[src/rtl/rst_cause_pkg.sv]
package rst_cause_pkg;

    localparam int NUM_CAUSES = 5;

    // bit 0 POR, 1 illegal opcode, 2 illegal address, 3 monitor entry, 4 low voltage
    typedef struct packed {
        logic lvi;
        logic menr;
        logic ilad;
        logic ilop;
        logic por;
    } cause_t;

    function automatic cause_t cause_none();
        cause_t c;
        c = '0;
        return c;
    endfunction

    function automatic cause_t cause_por_only();
        cause_t c;
        c = '0;
        c.por = 1'b1;
        return c;
    endfunction

    // causes that start the pulse timer (low voltage included)
    function automatic logic cause_any(cause_t c);
        return c.ilop | c.ilad | c.menr | c.lvi;
    endfunction

    function automatic cause_t cause_merge(cause_t a, cause_t b);
        return cause_t'(a | b);
    endfunction

endpackage

[src/rtl/rst_cause_detect.sv]
module rst_cause_detect
    import rst_cause_pkg::*;
#(
    parameter int ADDR_W = 16,
    parameter int DATA_W = 8,
    parameter logic [ADDR_W-1:0] VEC_ADDR = '1 - 1
) (
    input  logic              clk,
    input  logic              rst,
    input  logic              bus_rd_i,
    input  logic              bus_opc_i,
    input  logic [ADDR_W-1:0] bus_addr_i,
    input  logic              bus_mapped_i,
    input  logic [DATA_W-1:0] bus_data_i,
    input  logic              stop_exec_i,
    input  logic              cfg_stop_en_i,
    input  logic              cfg_lvi_pwrdn_i,
    input  logic              cfg_lvi_rstdis_i,
    input  logic              lvd_trip_i,
    output cause_t            hits_o
);
    localparam logic [ADDR_W-1:0] VEC_HI = VEC_ADDR;
    localparam logic [ADDR_W-1:0] VEC_LO = VEC_ADDR + ADDR_W'(1);
    localparam logic [DATA_W-1:0] ERASED = '1;

    logic data_rd;
    logic data_erased;
    logic hi_erased_q;

    assign data_rd     = bus_rd_i & ~bus_opc_i;
    assign data_erased = (bus_data_i == ERASED);

    // remembers whether the last high vector byte read back erased
    always_ff @(posedge clk) begin
        if (rst) begin
            hi_erased_q <= 1'b0;
        end else if (data_rd && bus_addr_i == VEC_HI) begin
            hi_erased_q <= data_erased;
        end
    end

    always_comb begin
        hits_o      = cause_none();
        hits_o.ilop = stop_exec_i & ~cfg_stop_en_i;
        hits_o.ilad = bus_rd_i & bus_opc_i & ~bus_mapped_i;
        hits_o.menr = data_rd & (bus_addr_i == VEC_LO) & data_erased & hi_erased_q;
        hits_o.lvi  = lvd_trip_i & ~cfg_lvi_pwrdn_i & ~cfg_lvi_rstdis_i;
    end

endmodule

[src/rtl/rst_cause_status.sv]
module rst_cause_status
    import rst_cause_pkg::*;
(
    input  logic   clk,
    input  logic   rst,
    input  cause_t hits_i,
    input  logic   clr_i,
    output cause_t stat_o,
    output logic   mon_o
);
    cause_t stat_q;
    cause_t base;
    logic   mon_q;

    assign base = clr_i ? cause_none() : stat_q;

    always_ff @(posedge clk) begin
        if (rst) begin
            stat_q <= cause_por_only();
            mon_q  <= 1'b0;
        end else begin
            stat_q <= cause_merge(base, hits_i);
            mon_q  <= mon_q | hits_i.menr;
        end
    end

    assign stat_o = stat_q;
    assign mon_o  = mon_q;

endmodule

[src/rtl/rst_cause_timer.sv]
module rst_cause_timer
    import rst_cause_pkg::*;
#(
    parameter int PULSE_LEN = 8
) (
    input  logic   clk,
    input  logic   rst,
    input  cause_t hits_i,
    input  logic   lvd_low_i,
    output logic   req_o
);
    localparam int CW = $clog2(PULSE_LEN + 1);
    localparam logic [CW-1:0] LOAD = CW'(PULSE_LEN);

    logic [CW-1:0] cnt_q;
    logic          hold_q;

    always_ff @(posedge clk) begin
        if (rst) begin
            cnt_q <= '0;
        end else if (cause_any(hits_i)) begin
            cnt_q <= LOAD;
        end else if (cnt_q != '0) begin
            cnt_q <= cnt_q - CW'(1);
        end
    end

    // low-voltage hold follows the supply comparator
    always_ff @(posedge clk) begin
        if (rst) begin
            hold_q <= 1'b0;
        end else if (hits_i.lvi) begin
            hold_q <= 1'b1;
        end else if (!lvd_low_i) begin
            hold_q <= 1'b0;
        end
    end

    assign req_o = (cnt_q != '0) | hold_q;

endmodule

[src/rtl/rst_cause_unit.sv]
module rst_cause_unit
    import rst_cause_pkg::*;
#(
    parameter int ADDR_W = 16,
    parameter int DATA_W = 8,
    parameter logic [ADDR_W-1:0] VEC_ADDR = 16'hFFFE,
    parameter int PULSE_LEN = 8
) (
    input  logic              clk,
    input  logic              rst,
    input  logic              bus_rd_i,
    input  logic              bus_opc_i,
    input  logic [ADDR_W-1:0] bus_addr_i,
    input  logic              bus_mapped_i,
    input  logic [DATA_W-1:0] bus_data_i,
    input  logic              stop_exec_i,
    input  logic              cfg_stop_en_i,
    input  logic              cfg_lvi_pwrdn_i,
    input  logic              cfg_lvi_rstdis_i,
    input  logic              lvd_trip_i,
    input  logic              lvd_low_i,
    input  logic              stat_rd_i,
    output logic              rst_req_o,
    output logic              mon_force_o,
    output logic [NUM_CAUSES-1:0] status_o
);
    cause_t hits;
    cause_t stat;

    rst_cause_detect #(
        .ADDR_W   (ADDR_W),
        .DATA_W   (DATA_W),
        .VEC_ADDR (VEC_ADDR)
    ) u_detect (
        .clk              (clk),
        .rst              (rst),
        .bus_rd_i         (bus_rd_i),
        .bus_opc_i        (bus_opc_i),
        .bus_addr_i       (bus_addr_i),
        .bus_mapped_i     (bus_mapped_i),
        .bus_data_i       (bus_data_i),
        .stop_exec_i      (stop_exec_i),
        .cfg_stop_en_i    (cfg_stop_en_i),
        .cfg_lvi_pwrdn_i  (cfg_lvi_pwrdn_i),
        .cfg_lvi_rstdis_i (cfg_lvi_rstdis_i),
        .lvd_trip_i       (lvd_trip_i),
        .hits_o           (hits)
    );

    rst_cause_status u_status (
        .clk    (clk),
        .rst    (rst),
        .hits_i (hits),
        .clr_i  (stat_rd_i),
        .stat_o (stat),
        .mon_o  (mon_force_o)
    );

    rst_cause_timer #(
        .PULSE_LEN (PULSE_LEN)
    ) u_timer (
        .clk       (clk),
        .rst       (rst),
        .hits_i    (hits),
        .lvd_low_i (lvd_low_i),
        .req_o     (rst_req_o)
    );

    assign status_o = stat;

endmodule

[config.mk]
export PLATFORM = sky130hd
export DESIGN_NAME = rst_cause_unit
export DESIGN_NICKNAME = d
export VERILOG_FILES = /design/src/rtl/rst_cause_pkg.sv /design/src/rtl/rst_cause_detect.sv /design/src/rtl/rst_cause_status.sv /design/src/rtl/rst_cause_timer.sv /design/src/rtl/rst_cause_unit.sv
export SDC_FILE = /design/constraint.sdc
export NUM_CORES = 1
export LEC_CHECK = 0
export BUFFER_PORTS_ARGS = -buffer_cell sky130_fd_sc_hd__buf_2
export CAP_MARGIN = 20
export CORE_AREA = 2 2 39 41
export CTS_BUF_LIST = sky130_fd_sc_hd__clkbuf_4 sky130_fd_sc_hd__clkbuf_8
export DETAILED_ROUTE_END_ITERATION = 10
export DIE_AREA = 0 0 41 43
export PLACE_DENSITY = 0.94
export SLEW_MARGIN = 20
export SYNTH_ARGS = -nofsm -noshare
export SYNTH_HDL_FRONTEND = slang
export SYNTH_SLANG_ARGS = --single-unit
[constraint.sdc]
create_clock -name clk -period 4.2 [get_ports clk]
set_clock_uncertainty 0.15 [all_clocks]
set_input_delay 0.21 -clock clk [delete_from_list [all_inputs] [get_ports clk]]
set_output_delay 0.21 -clock clk [all_outputs]
set_load 0.02 [all_outputs]
==> metrics, run 1 <==
R2R cell count 6; CTS root buffer clkbuf_4; CTS sink cnt 12; power per cell area between 400 and 500 nW/µm²; top cell type's share of synthesized area 43.1%; Worst setup SP type register; syn nets 102; share of cells above drive strength 1 a little under half; normalized max-slew margin 61.8%; dpl hpwl 1.06 mm; Ys Warns 0; CTS Buf Count 3; area leader, netlist dfxtp_1; Max Cap Violations 0; Post-Syn Area per Cell 8.70 µm²; area grow syn2layout 47.2%; Rows 14; Die ar. 1760 µm²; Core Box Area about 1400 µm²; Port-buffer cells 42; vias in the first global route between 500 and 600; antenna violations before repair 0; Initial Util 40.2%; critical path required time 3.84 ns; FMAX around 510 MHz; Die Height roughly 43 µm; placed cells 121; gpl congestion 0.740; crit-path max FO 5; crit end category output pin; transition time of the tightest slew-check pin 0.571 ns; final worst-path cycle share 47.1%; flop2flop setup slack between 2 and 3 ns; # IOs 43; sum of negative setup slack 0 ns; Leak roughly 0.38 nW; worst r2r dst u_timer.cnt_q[1]; CTS tree yes; Distinct cells, synth 24; Hold Path Class in -> reg; Routed WL 1.26 mm; vias 629; Inserted Diodes 0; Post-synth ARST share 0%; Final Max Tran Viols 0; Horiz. Die Dim between 40 and 50 µm; Fin. Hold Viols 0; final-stage net count roughly 150; Gate Count Post-Synth 64; WL per Instance 10.0 µm; global route overflow 0; CP Class reg -> out; Peak supply drop 0.186 mV; post_cts resized 0; setup violators final 0; crit path from u_timer.cnt_q[0]; r2r startpoint u_timer.cnt_q[0]; setup repair bufs after CTS 0; drt pass-1 iters 3; post-route minimum period around 2.0 ns; clock buffer depth 2; Total GRT Usage approximately 16%; Clock Latency Late Sink between 0.2 and 0.3 ns; synth top area cells dfxtp_1 (43%), a21oi_1 (8.1%), nand2_1 (4.7%); Final ANT Viol Nets 0; outcome complete, no violations; critical path endpoint rst_req_o; unrepaired setup endpoints after global routing no; mapped cell area roughly 560 µm²; register area share after synthesis 43.1%; first-pass GRT wire length 1.89 mm; WP data arrival 1.62 ns; top_reg_cell synth dfxtp_1; H-tree depth 1; CTS Hold Bufs 0; Yosys reg bits 12; largest net degree at the start of global routing 13; initial DRC count 2; Worst-path clk slew 0.07 ns; final cell count without fillers 125; Vias per Instance ~5.0; DR DRC count 0; EDFF count, synth 0
==> cells in the mapped netlist (2+ instances only) <==
| master | instances |
|---|---|
| a21oi_1 | 9 |
| dfxtp_1 | 12 |
| ha_1 | 2 |
| inv_1 | 4 |
| nand2_1 | 7 |
| nand2b_1 | 2 |
| nand3_1 | 2 |
| nand4_1 | 4 |
| nor2_1 | 2 |
| nor4_1 | 3 |
| or4_1 | 2 |
| or4_4 | 2 |
| xnor2_1 | 2 |
==> metrics by stage <==
stage / setup slack [ns] / util [%] / total power [mW] / instance area (µm²) / hold WS [ns]
finish: 2.22 / 59.2 / 0.336 / 820 / 0.0384
global route: 2.10 / 59.2 / 0.355 / 820 / 0.0530
CTS: 2.20 / 59.2 / 0.339 / 820 / 0.0356
detailed placement: 2.30 / 56.6 / 0.247 / 783 / 0.287
global placement: 2.34 / 56.6 / 0.244 / 783 / 0.281
floorplan: 2.47 / - / 0.211 / 557 / 0.139
==> registers in the layout, summed over array words and instances, names as in the netlist <==
| register | count |
|---|---|
| u_status.mon_o | 1 |
| u_status.stat_o | 5 |
| u_timer.cnt_q | 4 |
| u_detect.hi_erased_q | 1 |
| u_timer.hold_q | 1 |
==> cell families (layout without fill, tap and decap cells) <==
| logic type | after synthesis | after routing | synth area share (%) |
|---|---|---|---|
| AO/OA/AOI/OAI | 12 | 12 | 12.1 |
| adder cells (fa/ha/maj) | 2 | 2 | 4.49 |
| XOR/XNOR | 2 | 2 | 3.15 |
| flip-flops | 12 | 12 | 43.1 |
| buffers and inverters | 5 | 50 | 3.37 |
| AND/OR/NAND/NOR | 31 | 31 | 33.7 |
==> power by group <==
group	internal (mW)	switching (mW)	leakage (nW)
Sequential	0.127	0.00736	0.0983
Clock	0.0528	0.0380	0.0210
Combinational	0.0525	0.0581	0.263
Total	0.232	0.104	0.382
==> final cells by class <==
| type | count | area (µm²) |
|---|---|---|
| fillers | 128 | 564 |
| multi-input cells | 47 | 298 |
| inverters | 4 | 15.0 |
| repair buffers | 42 | 210 |
| well taps | 16 | 20.0 |
| flip-flops and latches | 12 | 240 |
| clock buffers | 4 | 36.3 |
==> layout by cell type (no fill, tap or decap), drive strengths merged, types with 2 or more instances in the layout <==
cell type  netlist  layout
nand4            4       4
nand3            2       2
nor2             2       2
buf              0      42
nand2            7       7
xnor2            2       2
ha               2       2
clkbuf           1       4
inv              4       4
or4              4       4
dfxtp           12      12
nor4             3       3
a21oi            9       9
nand2b           2       2
==> worst min-delay path by stage <==
stage          cells past startpoint                from  slack [ns]                 end
2_1_floorplan                      1                 rst        0.14    u_timer.cnt_q[1]
5_1_grt                            3           lvd_low_i        0.05      u_timer.hold_q
4_1_cts                            3           lvd_low_i        0.04      u_timer.hold_q
6_report                           3           lvd_low_i        0.04      u_timer.hold_q
3_3_place_gp                       1  u_status.stat_o[0]        0.28  u_status.stat_o[0]
3_5_place_dp                       1  u_status.stat_o[0]        0.29  u_status.stat_o[0]
==> critical path: stages, from the launching register on <==
cell,delay (ns)
dfxtp_1,0.31
inv_1,0.10
ha_1,0.17
nor3b_1,0.49
nand2b_1,0.09
buf_2,0.17
==> layer usage <==
metal / part of all wire [%] / up-vias / global-route usage [%]
met5: 0 / - / 0
met4: 2.1 / 0 / 12.0
met3: 8.1 / 4 / 1.57
met2: 50 / 31 / 25.9
met1: 39 / 267 / 17.2
li1: - / 327 / -
(Power assumes the default switching activity.)
==> inputs of run 2 (changes only) <==
--- a/config.mk
+++ b/config.mk
@@ -5,13 +5,13 @@
 export SDC_FILE = /design/constraint.sdc
 export NUM_CORES = 1
 export LEC_CHECK = 0
+export ABC_AREA = 1
 export BUFFER_PORTS_ARGS = -buffer_cell sky130_fd_sc_hd__buf_2
 export CAP_MARGIN = 20
-export CORE_AREA = 2 2 39 41
+export CORE_UTILIZATION = 42
 export CTS_BUF_LIST = sky130_fd_sc_hd__clkbuf_4 sky130_fd_sc_hd__clkbuf_8
 export DETAILED_ROUTE_END_ITERATION = 10
-export DIE_AREA = 0 0 41 43
-export PLACE_DENSITY = 0.94
+export PLACE_DENSITY = 0.9
 export SLEW_MARGIN = 20
 export SYNTH_ARGS = -nofsm -noshare
 export SYNTH_HDL_FRONTEND = slang
==> constraint.sdc (replaced) <==
create_clock -name clk -period 2 [get_ports clk]
set_clock_uncertainty 0.15 [all_clocks]
set_input_delay 0.1 -clock clk [delete_from_list [all_inputs] [get_ports clk]]
set_output_delay 0.1 -clock clk [all_outputs]
set_load 0.02 [all_outputs]
==> run 2 against run 1 <==
Effect of this change:
- routed wire length is 100% higher
- via count is 53% higher
- register-to-register slack worse by 2.1 ns
- highest routed layer unchanged
- global-route usage is 16 points higher
- combinational power grew to 3.2 times the previous value
- die area is 1.7% lower
- utilization is 14 points higher
- worst setup slack worse by 2.0 ns
- largest power group is now combinational logic
- critical path type unchanged
- synthesized cell count is 70% higher
==> metrics, run 2 <==
Distinct cells, synth 15 (-38%); dpl hpwl 1.44 mm (+36%); Top delay family on crit path simple AND/OR/NAND/NOR gates; crit-path max FO 6 (+1); fillcell total 95 (-26%); DR DRC count 0 (unchanged); FMAX 573 MHz; gpl congestion 0.761 (+2.9%); mapped cell area 659 µm² (+18%); initial DRC count 37 (+35); WL per Instance 14.1 µm (+41%); Max Cap Violations 0 (unchanged); power share of the clock group 23.7% (-3.4 points); switching power 0.332 mW (+220%); Inserted Diodes 0 (unchanged); # IOs 43 (unchanged); share of cells above drive strength 1 31.1% (-15 points); Post-synth ARST share 0% (unchanged); global route overflow 0 (unchanged); CTS sink cnt 12 (unchanged); Peak supply drop 0.655 mV (+250%); Gate Count Post-Synth 109 (+70%); Worst setup SP type register; top cell type's share of synthesized area 36.4% (-6.7 points); Largest register FFs 5 (unchanged); Crit path largest cell delay 0.34 ns (-0.15 ns); power per cell area 836 nW/µm² (+100%); Seq pwr share 34.8% (-5.2 points); CTS tree yes; most common cell after layout, fill and taps aside buf_2; final-stage net count 203 (+37%); Total GRT Usage 31.3% (+16 points); Comb power frac 41.5% (+8.5 points); transition time of the tightest slew-check pin 0.375 ns (-0.197 ns); Worst-path clk slew 0.09 ns (+0.02 ns); CP Class reg -> out; outcome complete, no violations; syn nets 147 (+44%); unrepaired setup endpoints after global routing no; internal power 0.519 mW (+120%); Clock Latency Late Sink 0.27 ns (about the same); Hold Path Class in -> reg; Vias per Instance 5.37 (+6.8%); Rows 13 (-1); most frequent cell after synthesis nand2_1; most instantiated cells after synthesis nand2_1 (38), nor2_1 (21), inv_1 (15); vias 962 (+53%); area leader, netlist dfxtp_1; WP data arrival 1.50 ns (-0.12 ns); Routed WL 2.53 mm (+100%); Final Max Tran Viols 0 (unchanged); EDFF count, synth 0 (unchanged); register area share after synthesis 36.4% (-6.7 points); area grow syn2layout 54.5%; Horiz. Die Dim 41.6 µm (+1.5%); Fin. Hold Viols 0 (unchanged); clock buffer depth 2 (unchanged); CTS Buf Count 3 (unchanged); final worst-path cycle share 87.3%; pre-CTS setup slack 0.626 ns (-1.67 ns); slowest stage cell on the critical path dfxtp_1; drt pass-1 iters 4 (+1); Ys Warns 0 (unchanged); setup violators final 0 (unchanged); Core Box Area 1380 µm² (about the same); Initial Util 47.7% (+7.5 points); CTS root buffer clkbuf_4; critical path required time 1.75 ns (-2.09 ns); sum of negative setup slack 0 ns (unchanged); antenna violations before repair 0 (unchanged); area of the multi-input gates 363 µm² (+22%); Leak 0.556 nW (+45%); CP cell instances inv_1 > ha_1 > nand2_2 > or2_2 > buf_2; most frequent cells in the layout buf_2 (42), nand2_1 (38), nor2_1 (21), inv_1 (15), dfxtp_1 (12); Post-Syn Area per Cell 6.05 µm² (-30%); top_reg_cell synth dfxtp_1; Port-buffer cells 42 (unchanged); vias in the first global route 987 (+86%); Crit path buffers/inverters 2 (unchanged); Die Height 41.6 µm (-3.2%); H-tree depth 1 (unchanged); setup repair bufs after CTS 0 (unchanged); Yosys reg bits 12 (unchanged); post-route minimum period 1.75 ns; crit end category output pin; Die ar. 1730 µm² (-1.7%); synth top area cells dfxtp_1 (36%), nand2_1 (22%), nor2_1 (12%); largest net degree at the start of global routing 8 (-5); register area 240 µm² (unchanged); sw frac 39.0% (+8.2 points); normalized max-slew margin 74.8% (+13 points); Worst Slack Setup Final 0.254 ns (-1.97 ns); first-pass GRT wire length 4.15 mm (+120%); Final ANT Viol Nets 0 (unchanged)
[run 2: logic make-up after synthesis]
logic type | count (synthesis) | synth area share, %
adders and majority gates | 2 | 3.79
buffers and inverters | 16 | 9.11
DFF | 12 | 36.4
xor gates and xnor gates | 2 | 2.66
AOI/OAI and AO/OA | 8 | 6.07
and+or+nand+nor | 69 | 41.9
[run 2: what timing repair did]
| action | 4_1_cts | 5_1_grt |
|---|---|---|
| hold buffers | 10 | 0 |
| hold endpoints to repair | 7 | 0 |
| resized for setup | 0 | 1 |
| setup endpoints to repair | 0 | 1 |
[run 2: worst paths after layout]
check / slack (ns) / cells past startpoint / endpoint / start
setup reg to reg: 0.50 / 6 / u_timer.cnt_q[0] / u_timer.cnt_q[0]
hold reg to reg: 0.30 / 2 / u_status.mon_o / u_status.mon_o
setup / recovery: 0.25 / 5 / rst_req_o / u_timer.cnt_q[0]
hold / removal: 0.09 / 4 / u_detect.hi_erased_q / bus_addr_i[0]
[run 2: per-stage QoR]
stage	std cells	hold slack (ns)	instance area [µm²]	utilization, %	power, mW
after CTS	180	0.0588	1020	74.1	0.820
after detailed placement	166	0.217	888	64.3	0.600
after global routing	179	0.107	1020	73.7	0.913
after floorplan	109	0.0191	659	-	0.508
final	179	0.0872	1020	73.7	0.851
after global placement	166	0.201	888	64.3	0.580
[run 2: worst register-to-register path, delay by kind of cell (launching register included)]
family,cells,cell delay (ns)
DFF,1,0.38
adders and majority gates,1,0.22
and+or+nand+nor,2,0.30
xor gates and xnor gates,1,0.19
buffers and inverters,2,0.19
[run 2: cell type report]
class | instances | area share [%]
clock buffers | 4 | 3.56
inverters | 16 | 5.90
multi-input cells | 81 | 35.6
flip-flops and latches | 12 | 23.6
well taps | 15 | 1.84
repair buffers | 51 | 29.5
[run 2: power by group through the flow]
stage | logic (mW) | clock network [mW] | registers, mW
floorplan | 0.211 | 0 | 0.297
global placement | 0.285 | 0 | 0.295
detailed placement | 0.303 | 0 | 0.297
CTS | 0.330 | 0.198 | 0.292
global route | 0.403 | 0.211 | 0.298
finish | 0.353 | 0.202 | 0.296
[run 2: layer usage]
| layer | routed length, µm | global-route usage (%) | vias to the layer above |
|---|---|---|---|
| met4 | 163 | 18.1 | 0 |
| li1 | - | - | 440 |
| met5 | 0 | 0 | - |
| met3 | 199 | 5.22 | 24 |
| met1 | 859 | 29.0 | 429 |
| met2 | 1310 | 62.2 | 69 |
